===== src/rtl/byte_uart_pkg.sv =====
package byte_uart_pkg;

   // Word indices inside the window. Software depends on these positions.
   localparam int unsigned TX_WORD   = 0;
   localparam int unsigned RX_WORD   = 1;
   localparam int unsigned STAT_WORD = 2;

   // Status bit positions
   localparam int unsigned ST_RX_FULL = 0;
   localparam int unsigned ST_TX_IDLE = 1;
   localparam int unsigned ST_BITS    = 2;

   // One decoded bus access
   typedef struct packed {
      logic tx_wr;
      logic rx_rd;
      logic stat_rd;
   } acc_t;

endpackage


===== src/rtl/buart_decode.sv =====
module buart_decode
   import byte_uart_pkg::*;
#(
   parameter int unsigned ADDR_W    = 5,
   parameter int unsigned BE_W      = 4,
   parameter int unsigned WIN_BYTES = 24
) (
   input  logic              sel,
   input  logic              wr,
   input  logic [ADDR_W-1:0] addr,
   input  logic [BE_W-1:0]   be,
   output acc_t              acc
);
   localparam int unsigned WORD_AW = ADDR_W - 2;
   localparam logic [ADDR_W-1:0] WIN_LAST = ADDR_W'(WIN_BYTES - 1);

   logic [WORD_AW-1:0] word;
   logic               in_win;
   logic               ok;
   logic               unused_addr_lo;

   assign word           = addr[ADDR_W-1:2];
   assign unused_addr_lo = ^addr[1:0];
   assign in_win         = addr <= WIN_LAST;
   assign ok             = sel && (&be) && in_win;

   always_comb begin
      acc         = '0;
      acc.tx_wr   = ok &&  wr && (word == WORD_AW'(TX_WORD));
      acc.rx_rd   = ok && !wr && (word == WORD_AW'(RX_WORD));
      acc.stat_rd = ok && !wr && (word == WORD_AW'(STAT_WORD));
   end

endmodule


===== src/rtl/buart_rx_hold.sv =====
module buart_rx_hold #(
   parameter int unsigned CHAR_W = 8
) (
   input  logic              clk,
   input  logic              rst_n,
   input  logic              in_valid,
   input  logic [CHAR_W-1:0] in_data,
   output logic              in_ready,
   input  logic              take,
   output logic              full,
   output logic [CHAR_W-1:0] held
);
   logic capture;

   assign in_ready = !full;
   assign capture  = in_valid && in_ready;

   always_ff @(posedge clk or negedge rst_n) begin
      if (!rst_n) begin
         full <= 1'b0;
         held <= '0;
      end else begin
         if (capture) begin
            full <= 1'b1;
            held <= in_data;
         end else if (take) begin
            full <= 1'b0;
         end
      end
   end

endmodule


===== src/rtl/buart_tx_stage.sv =====
module buart_tx_stage #(
   parameter int unsigned CHAR_W = 8
) (
   input  logic              clk,
   input  logic              rst_n,
   input  logic              load,
   input  logic [CHAR_W-1:0] load_data,
   output logic              out_valid,
   output logic [CHAR_W-1:0] out_data,
   input  logic              out_ready,
   output logic              idle
);
   assign idle = !out_valid;

   always_ff @(posedge clk or negedge rst_n) begin
      if (!rst_n) begin
         out_valid <= 1'b0;
         out_data  <= '0;
      end else begin
         if (out_valid) begin
            if (out_ready) out_valid <= 1'b0;
         end else if (load) begin
            out_valid <= 1'b1;
            out_data  <= load_data;
         end
      end
   end

endmodule


===== src/rtl/byte_uart_regs.sv =====
module byte_uart_regs
   import byte_uart_pkg::*;
#(
   parameter int unsigned BUS_W        = 32,
   parameter int unsigned CHAR_W       = 8,
   parameter int unsigned ADDR_W       = 5,
   parameter int unsigned WIN_BYTES    = 24,
   parameter int unsigned READ_LATENCY = 1
) (
   input  logic                 clk,
   input  logic                 rst_n,
   input  logic                 bus_sel,
   input  logic                 bus_wr,
   input  logic [ADDR_W-1:0]    bus_addr,
   input  logic [BUS_W/8-1:0]   bus_be,
   input  logic [BUS_W-1:0]     bus_wdata,
   output logic [BUS_W-1:0]     bus_rdata,
   input  logic                 rx_valid,
   input  logic [CHAR_W-1:0]    rx_data,
   output logic                 rx_ready,
   output logic                 tx_valid,
   output logic [CHAR_W-1:0]    tx_data,
   input  logic                 tx_ready
);
   localparam int unsigned BE_W = BUS_W / 8;

   // Elaboration-time parameter checks
   if (BUS_W % 8 != 0) begin : g_bad_bus
      $error("BUS_W must be a whole number of bytes");
   end
   if (CHAR_W < 1 || CHAR_W > BUS_W) begin : g_bad_char
      $error("CHAR_W must lie in 1..BUS_W");
   end
   if (ST_BITS > BUS_W) begin : g_bad_stat
      $error("status field does not fit in BUS_W");
   end
   if (ADDR_W < 3 || WIN_BYTES > (1 << ADDR_W) || WIN_BYTES < 4 * (STAT_WORD + 1)) begin : g_bad_win
      $error("window size does not fit ADDR_W or misses the status word");
   end
   if (READ_LATENCY > 1) begin : g_bad_lat
      $error("READ_LATENCY must be 0 or 1");
   end

   acc_t              acc;
   logic              rx_full;
   logic [CHAR_W-1:0] rx_held;
   logic              tx_idle;
   logic [BUS_W-1:0]  rd_val;
   logic              unused_wdata_hi;

   assign unused_wdata_hi = ^bus_wdata;

   buart_decode #(
      .ADDR_W    (ADDR_W),
      .BE_W      (BE_W),
      .WIN_BYTES (WIN_BYTES)
   ) u_dec (
      .sel  (bus_sel),
      .wr   (bus_wr),
      .addr (bus_addr),
      .be   (bus_be),
      .acc  (acc)
   );

   buart_rx_hold #(.CHAR_W(CHAR_W)) u_rx (
      .clk      (clk),
      .rst_n    (rst_n),
      .in_valid (rx_valid),
      .in_data  (rx_data),
      .in_ready (rx_ready),
      .take     (acc.rx_rd),
      .full     (rx_full),
      .held     (rx_held)
   );

   buart_tx_stage #(.CHAR_W(CHAR_W)) u_tx (
      .clk       (clk),
      .rst_n     (rst_n),
      .load      (acc.tx_wr),
      .load_data (bus_wdata[CHAR_W-1:0]),
      .out_valid (tx_valid),
      .out_data  (tx_data),
      .out_ready (tx_ready),
      .idle      (tx_idle)
   );

   always_comb begin
      rd_val = '0;
      if (acc.stat_rd) begin
         rd_val[ST_RX_FULL] = rx_full;
         rd_val[ST_TX_IDLE] = tx_idle;
      end else if (acc.rx_rd) begin
         rd_val[CHAR_W-1:0] = rx_held;
      end
   end

   if (READ_LATENCY == 1) begin : g_rd_reg
      logic [BUS_W-1:0] rdata_q;
      always_ff @(posedge clk or negedge rst_n) begin
         if (!rst_n) rdata_q <= '0;
         else        rdata_q <= rd_val;
      end
      assign bus_rdata = rdata_q;
   end else begin : g_rd_comb
      assign bus_rdata = rd_val;
   end

endmodule


===== config.mk =====
export PLATFORM = sky130hd
export DESIGN_NAME = byte_uart_regs
export DESIGN_NICKNAME = d
export VERILOG_FILES = /design/src/rtl/byte_uart_pkg.sv /design/src/rtl/buart_decode.sv /design/src/rtl/buart_rx_hold.sv /design/src/rtl/buart_tx_stage.sv /design/src/rtl/byte_uart_regs.sv
export SDC_FILE = /design/constraint.sdc
export NUM_CORES = 1
export LEC_CHECK = 0
export BUFFER_PORTS_ARGS = -buffer_cell sky130_fd_sc_hd__buf_2
export CORE_MARGIN = 2
export CORE_UTILIZATION = 38
export DETAILED_ROUTE_END_ITERATION = 8
export PLACE_DENSITY_LB_ADDON = 0.25
export SLEW_MARGIN = 20
export SYNTH_ARGS = -nofsm -noshare
export SYNTH_HDL_FRONTEND = slang
export SYNTH_SLANG_ARGS = --single-unit

===== constraint.sdc =====
create_clock -name clk -period 2.3 [get_ports clk]
set_clock_uncertainty 0.2 [all_clocks]
set_input_delay 0.23 -clock clk [delete_from_list [all_inputs] [get_ports clk]]
set_output_delay 0.23 -clock clk [all_outputs]
set_load 0.01 [all_outputs]

* After elaboration in Yosys (flattened, before gate mapping) *
Cells that the tools add are included.

storage, ports and cells
  flip-flop bits (word level) = 26
  input bits = 55

cells by class
  order comparisons = 1
  equality and inequality tests = 2
  multiplexer cells = 8
  bitwise operators = 1
  reductions and logical operators = 15

operators with widths
  cell                number
  $logic_and 1x1->1   8
  $mux 8              1
  $mux 6              1
  $le 5x5->1 const B  1
  $mux 1              5
  $reduce_and 4->1    1
  $eq 3x1->1 const B  1
  $eq 3x2->1 const B  1
  $logic_not 1->1     3
  $logic_not 3->1     1
  $mux 2              1
  $reduce_and 2->1    1
  $reduce_bool 2->1   1
  $not 1->1           1

* Longest topological paths before layout *
  depth after elaboration = 7
  mapped depth = 3

* Modules after synthesis *
From an unflattened synthesis, not the netlist that was laid out.

unflattened totals
  cells, all modules = 95
  area total of the unflattened synthesis = 1280.0 µm²

by module, submodules not included
  module          times used  cells each  area an instance (µm²)
  byte_uart_regs  1           44          456.7
  buart_rx_hold   1           21          374.1
  buart_tx_stage  1           21          374.1
  buart_decode    1           9           75.1

* Worst setup path before layout *
No wires, ideal clock.

  path kind = reg-to-reg
  from = register u_tx.out_valid
  to = register u_tx.out_data[0]
  arrival time = 1.592 ns
  data required time = 1.975 ns
  setup slack = 0.383 ns
  cell stages (with the launch flop) = 4
  path buffers = 0
  path through = dfrtp_1 -> or4b_1 -> nor3_4 -> mux2_2

on the way
  longest elaborated chain between the ends = 2

RTL lines
  what                               RTL line              source
  start, declared                    buart_tx_stage.sv:8   output logic out_valid,
  start signal, assigned             buart_tx_stage.sv:17  out_valid <= 1'b0;
  start signal, assigned             buart_tx_stage.sv:21  if (out_ready) out_valid <= 1'b0;
  start signal, assigned             buart_tx_stage.sv:23  out_valid <= 1'b1;
  $not 1->1 (no source line)         n/a
  $reduce_and 2->1 (no source line)  n/a
  end signal, assigned               buart_tx_stage.sv:24  out_data <= load_data;
  end, declared                      buart_tx_stage.sv:9   output logic [CHAR_W-1:0] out_data,

No other way between the ends.
A chain may end at the register's enable or synchronous reset.

* Worst setup path after layout *
  from = input port bus_addr[3]
  to = register u_tx.out_data[6]

on the way
  longest elaborated chain between the ends = 5

RTL lines
  what                                 RTL line              source
  start, declared                      byte_uart_regs.sv:14  input logic [ADDR_W-1:0] bus_addr,
  $le 5x5->1                           buart_decode.sv:24    assign in_win = addr <= WIN_LAST;
  $logic_and 1x1->1                    buart_decode.sv:25    assign ok = sel && (&be) && in_win;
  $logic_and 1x1->1                    buart_decode.sv:29    acc.tx_wr = ok && wr && (word == WORD_AW'(TX_WORD));
  $logic_and 1x1->1 *                  buart_decode.sv:29
  $reduce_and 2->1 (no source line) *  n/a

Mark *: on every way between the ends. The rest lies on a longest branch, timed or not.

==> Flow_metrics.wiki <==
{| class="wikitable"
! Metric !! Value
|-
| Number of max-slew violations in the final report || 0
|-
| Synthesized area || 0.00118 mm2
|-
| Sequential area share after synthesis || 55.1%
|-
| Cell area after placement || 0.00136 mm2
|-
| Total track usage || 12.7%
|-
| Startpoint Class || primary input
|-
| Drt via density || 4.27
|-
| Proportion of layout cells with a drive suffix above 1 || 42.4%
|-
| Fraction of power consumed by combinational cells || a little over an eighth
|-
| Final Hold Violating Endpoints || 0
|-
| FMAX || 457 MHz
|-
| Initial antenna violation count || 0
|-
| Worst-Skew Late Latency || 320 ps
|-
| Library cell with the highest instance count after synthesis || sky130_fd_sc_hd__dfrtp_1
|-
| # fillers || 275
|-
| GR Overflow Total || 0
|-
| Slowest cell on the critical path || sky130_fd_sc_hd__or4b_1
|-
| Mean post-synth cell area || 12.7 um2
|-
| Result of the run || complete, no violations
|-
| Slowest Stage Delay on Critical Path || 560 ps
|-
| Die height || 59.8 um
|-
| Clock root buffer master || sky130_fd_sc_hd__clkbuf_4
|-
| Aggregate negative setup slack || 0 ps
|-
| Worst slew pin tran || 664 ps
|-
| Post-route worst hold slack || about 100 ps
|-
| First-pass GRT wire length || 3330 um
|-
| Net Sw Power || 0.000201 W
|-
| Initial DRC Count || 8
|-
| Io pins || 97
|-
| Wire per inst || 11.1 um
|-
| Worst IR Drop VDD || roughly 0.31 mV
|-
| Largest net degree at the start of global routing || 27
|-
| Final worst-path cycle share || 95.2%
|-
| Via count of the first global-routing pass || 842
|-
| Number of vias after detailed routing || 846
|-
| Number of clock sinks || 26
|-
| Post-layout net count || 221
|-
| Total number of H-tree levels || 1
|-
| Cells taking the most area after synthesis || sky130_fd_sc_hd__dfrtp_1 55%, sky130_fd_sc_hd__buf_4 15%, sky130_fd_sc_hd__mux2_2 15%
|-
| Routability congestion estimate || 0.630
|-
| Internal power || 0.000725 W
|-
| Number of distinct standard cells referenced by the synthesized netlist || 21
|-
| Detailed-route wire length || 2210 um
|-
| Final Cell Area || around 0.0016 mm2
|-
| Yosys top cell area share || 55.1%
|-
| Non-Filler Instances || slightly below 200
|-
| Commonest cells post-synth || 26 x sky130_fd_sc_hd__dfrtp_1, 24 x sky130_fd_sc_hd__buf_4, 16 x sky130_fd_sc_hd__mux2_2
|-
| Placement Rows || 20
|-
| Clock tree from TritonCTS || built
|-
| Post-route DRC || 0
|-
| Data required time at the worst endpoint || 2320 ps
|-
| Number of synthesized flops with an enable pin || 0
|-
| Flip-flop and latch count after synthesis || 26
|-
| Number of cells after detailed placement || 171
|-
| Clock share of power || 33.7%
|-
| Area grow syn2layout || 39.3%
|-
| Initial core utilization || between 30 and 40%
|-
| Period minus WS final || 2190 ps
|-
| HPWL after DPL || ~1600 um
|-
| Overall die width || 59.8 um
|-
| Power density over the cells || 563 mW/mm2
|-
| Fraction of registers with async set or reset after synthesis || 100%
|-
| Yosys synthesis warning count || 0
|-
| Kind of end point of the critical path || flip-flop
|-
| Post-detailed-route count of antenna-violating nets || 0
|-
| Max-Slew Margin vs Limit || 55.6%
|-
| Total Die Area || 0.00357 mm2
|-
| Largest area contributor in the netlist || sky130_fd_sc_hd__dfrtp_1
|-
| Setup-violating endpoint count in the final report || 0
|-
| Min-Delay Path Class || in2reg
|-
| Num CTS Buffers || 3
|-
| Floorplan Core Area || 0.00300 mm2
|-
| Setup repair after global routing missed its margin || no
|-
| Max Cap Violations || 0
|-
| IO buf count || 46
|-
| Most used flip-flop cell after synthesis || sky130_fd_sc_hd__dfrtp_1
|-
| Critical path peak fanout || 9
|-
| Number of search-and-repair iterations in the first detailed-routing pass || 2
|-
| Arrival time reported for the critical path endpoint || 2210 ps
|-
| Clock edge transition at the registers on the reported setup and hold paths || 140 ps
|-
| Critical path, cell by cell || dlygate4sd3_1 -> buf_2 -> or4b_1 -> nor3_4 -> mux2_2
|-
| Cell count after synthesis || 93
|-
| Sequential cell fraction of total power || 53.1%
|-
| Startpoint-to-endpoint class of the critical path || in2reg
|-
| Post-CTS setup repair buffer count || 0
|-
| Inserted Diodes || 0
|-
| CTS max path bufs || 2
|-
| Static leakage || between 0.9 and 1 nW
|-
| Switching share of total power || 21.7%
|-
| Post_cts resized || 0
|}
[worst max-delay path, delay by kind of cell]
kind                   cells  cell delay [ps]
and+or+nand+nor            2              920
buffers and inverters      2              670
muxes                      1              390
[cells in the final DEF, fill, tap and decap left out, types with 2 or more instances in the layout]
cell type	synthesis	layout
sky130_fd_sc_hd__buf_2	0	46
sky130_fd_sc_hd__conb_1	1	24
sky130_fd_sc_hd__nor2_1	3	3
sky130_fd_sc_hd__inv_1	2	2
sky130_fd_sc_hd__dlygate4sd3_1	0	23
sky130_fd_sc_hd__and2_1	6	6
sky130_fd_sc_hd__a21oi_1	2	2
sky130_fd_sc_hd__mux2_2	16	16
sky130_fd_sc_hd__dfrtp_1	26	26
sky130_fd_sc_hd__clkbuf_4	0	3
[layout make-up]
type	count	area [um2]	area share (%)
Inverter	2	7.51	0.456
Sequential cell	26	651	39.5
Tap cell	33	41.3	2.51
Multi-Input combinational cell	63	425	25.9
Clock inverter	1	30.0	1.83
Timing Repair Buffer	70	468	28.4
Clock buffer	3	22.5	1.37
[routing by layer]
| layer | global-route usage, % | share of wire, % | vias up |
|---|---|---|---|
| met1 | 12.7 | 37 | 400 |
| met2 | 24.4 | 55 | 40 |
| met3 | 3.03 | 6.9 | 2 |
| li1 | - | - | 404 |
| met4 | 5.71 | 0.86 | 0 |
| met5 | 0 | 0 | - |
[kinds of logic after synthesis]
kind of cell	Yosys count	synth area share [%]
other cells	1	0.317
flops	26	55.1
compound gates	4	2.22
mux	16	15.3
simple gates	19	10.9
buf+inv	27	16.2
[state kept, by name, summed over array words and instances (netlist names)]
register	cells
u_tx.out_valid	1
u_rx.held	8
u_rx.full	1
u_tx.out_data	8
bus_rdata	8
[power by group through the flow]
stage | Sequential [W] | Clock (W) | Combinational, W
floorplan | 0.000502 | 0 | 0.0000768
global placement | 0.000499 | 0 | 0.0000902
detailed placement | 0.000501 | 0 | 0.0000937
CTS | 0.000492 | 0.000323 | 0.000122
global route | 0.000495 | 0.000338 | 0.000137
finish | 0.000492 | 0.000312 | 0.000122
[metrics by stage]
step	utilization [%]	worst slack, ps	total power (W)
finish	54.8	111	0.000926
global route	54.8	26.0	0.000970
CTS	54.8	89.5	0.000937
detailed placement	45.4	278	0.000595
global placement	45.4	301	0.000590
floorplan	-	383	0.000579
[final timing paths]
kind                                     startpoint  cells past startpoint  slack [ps]                            to
max                                     bus_addr[3]                      5         110  u_tx.out_data[6]$_DFFE_PN0P_
min                                     bus_addr[2]                      4         100        bus_rdata[1]$_DFF_PN0_
max reg2reg                   u_rx.full$_DFFE_PN0P_                      4         260        bus_rdata[0]$_DFF_PN0_
min reg2reg                u_rx.held[7]$_DFFE_PN0P_                      1         290        bus_rdata[7]$_DFF_PN0_
max in group asynchronous                     rst_n                      2        1320      u_rx.held[1]$_DFFE_PN0P_
min in group asynchronous                     rst_n                      2         210  u_tx.out_data[4]$_DFFE_PN0P_
[what timing repair did]
action | 4_1_cts | 5_1_grt
endpoints found under the hold margin | 46 | 0
endpoints found under the setup margin | 0 | 0
hold buffers | 23 | 0
Note: power is estimated with default switching activity, not from simulation.
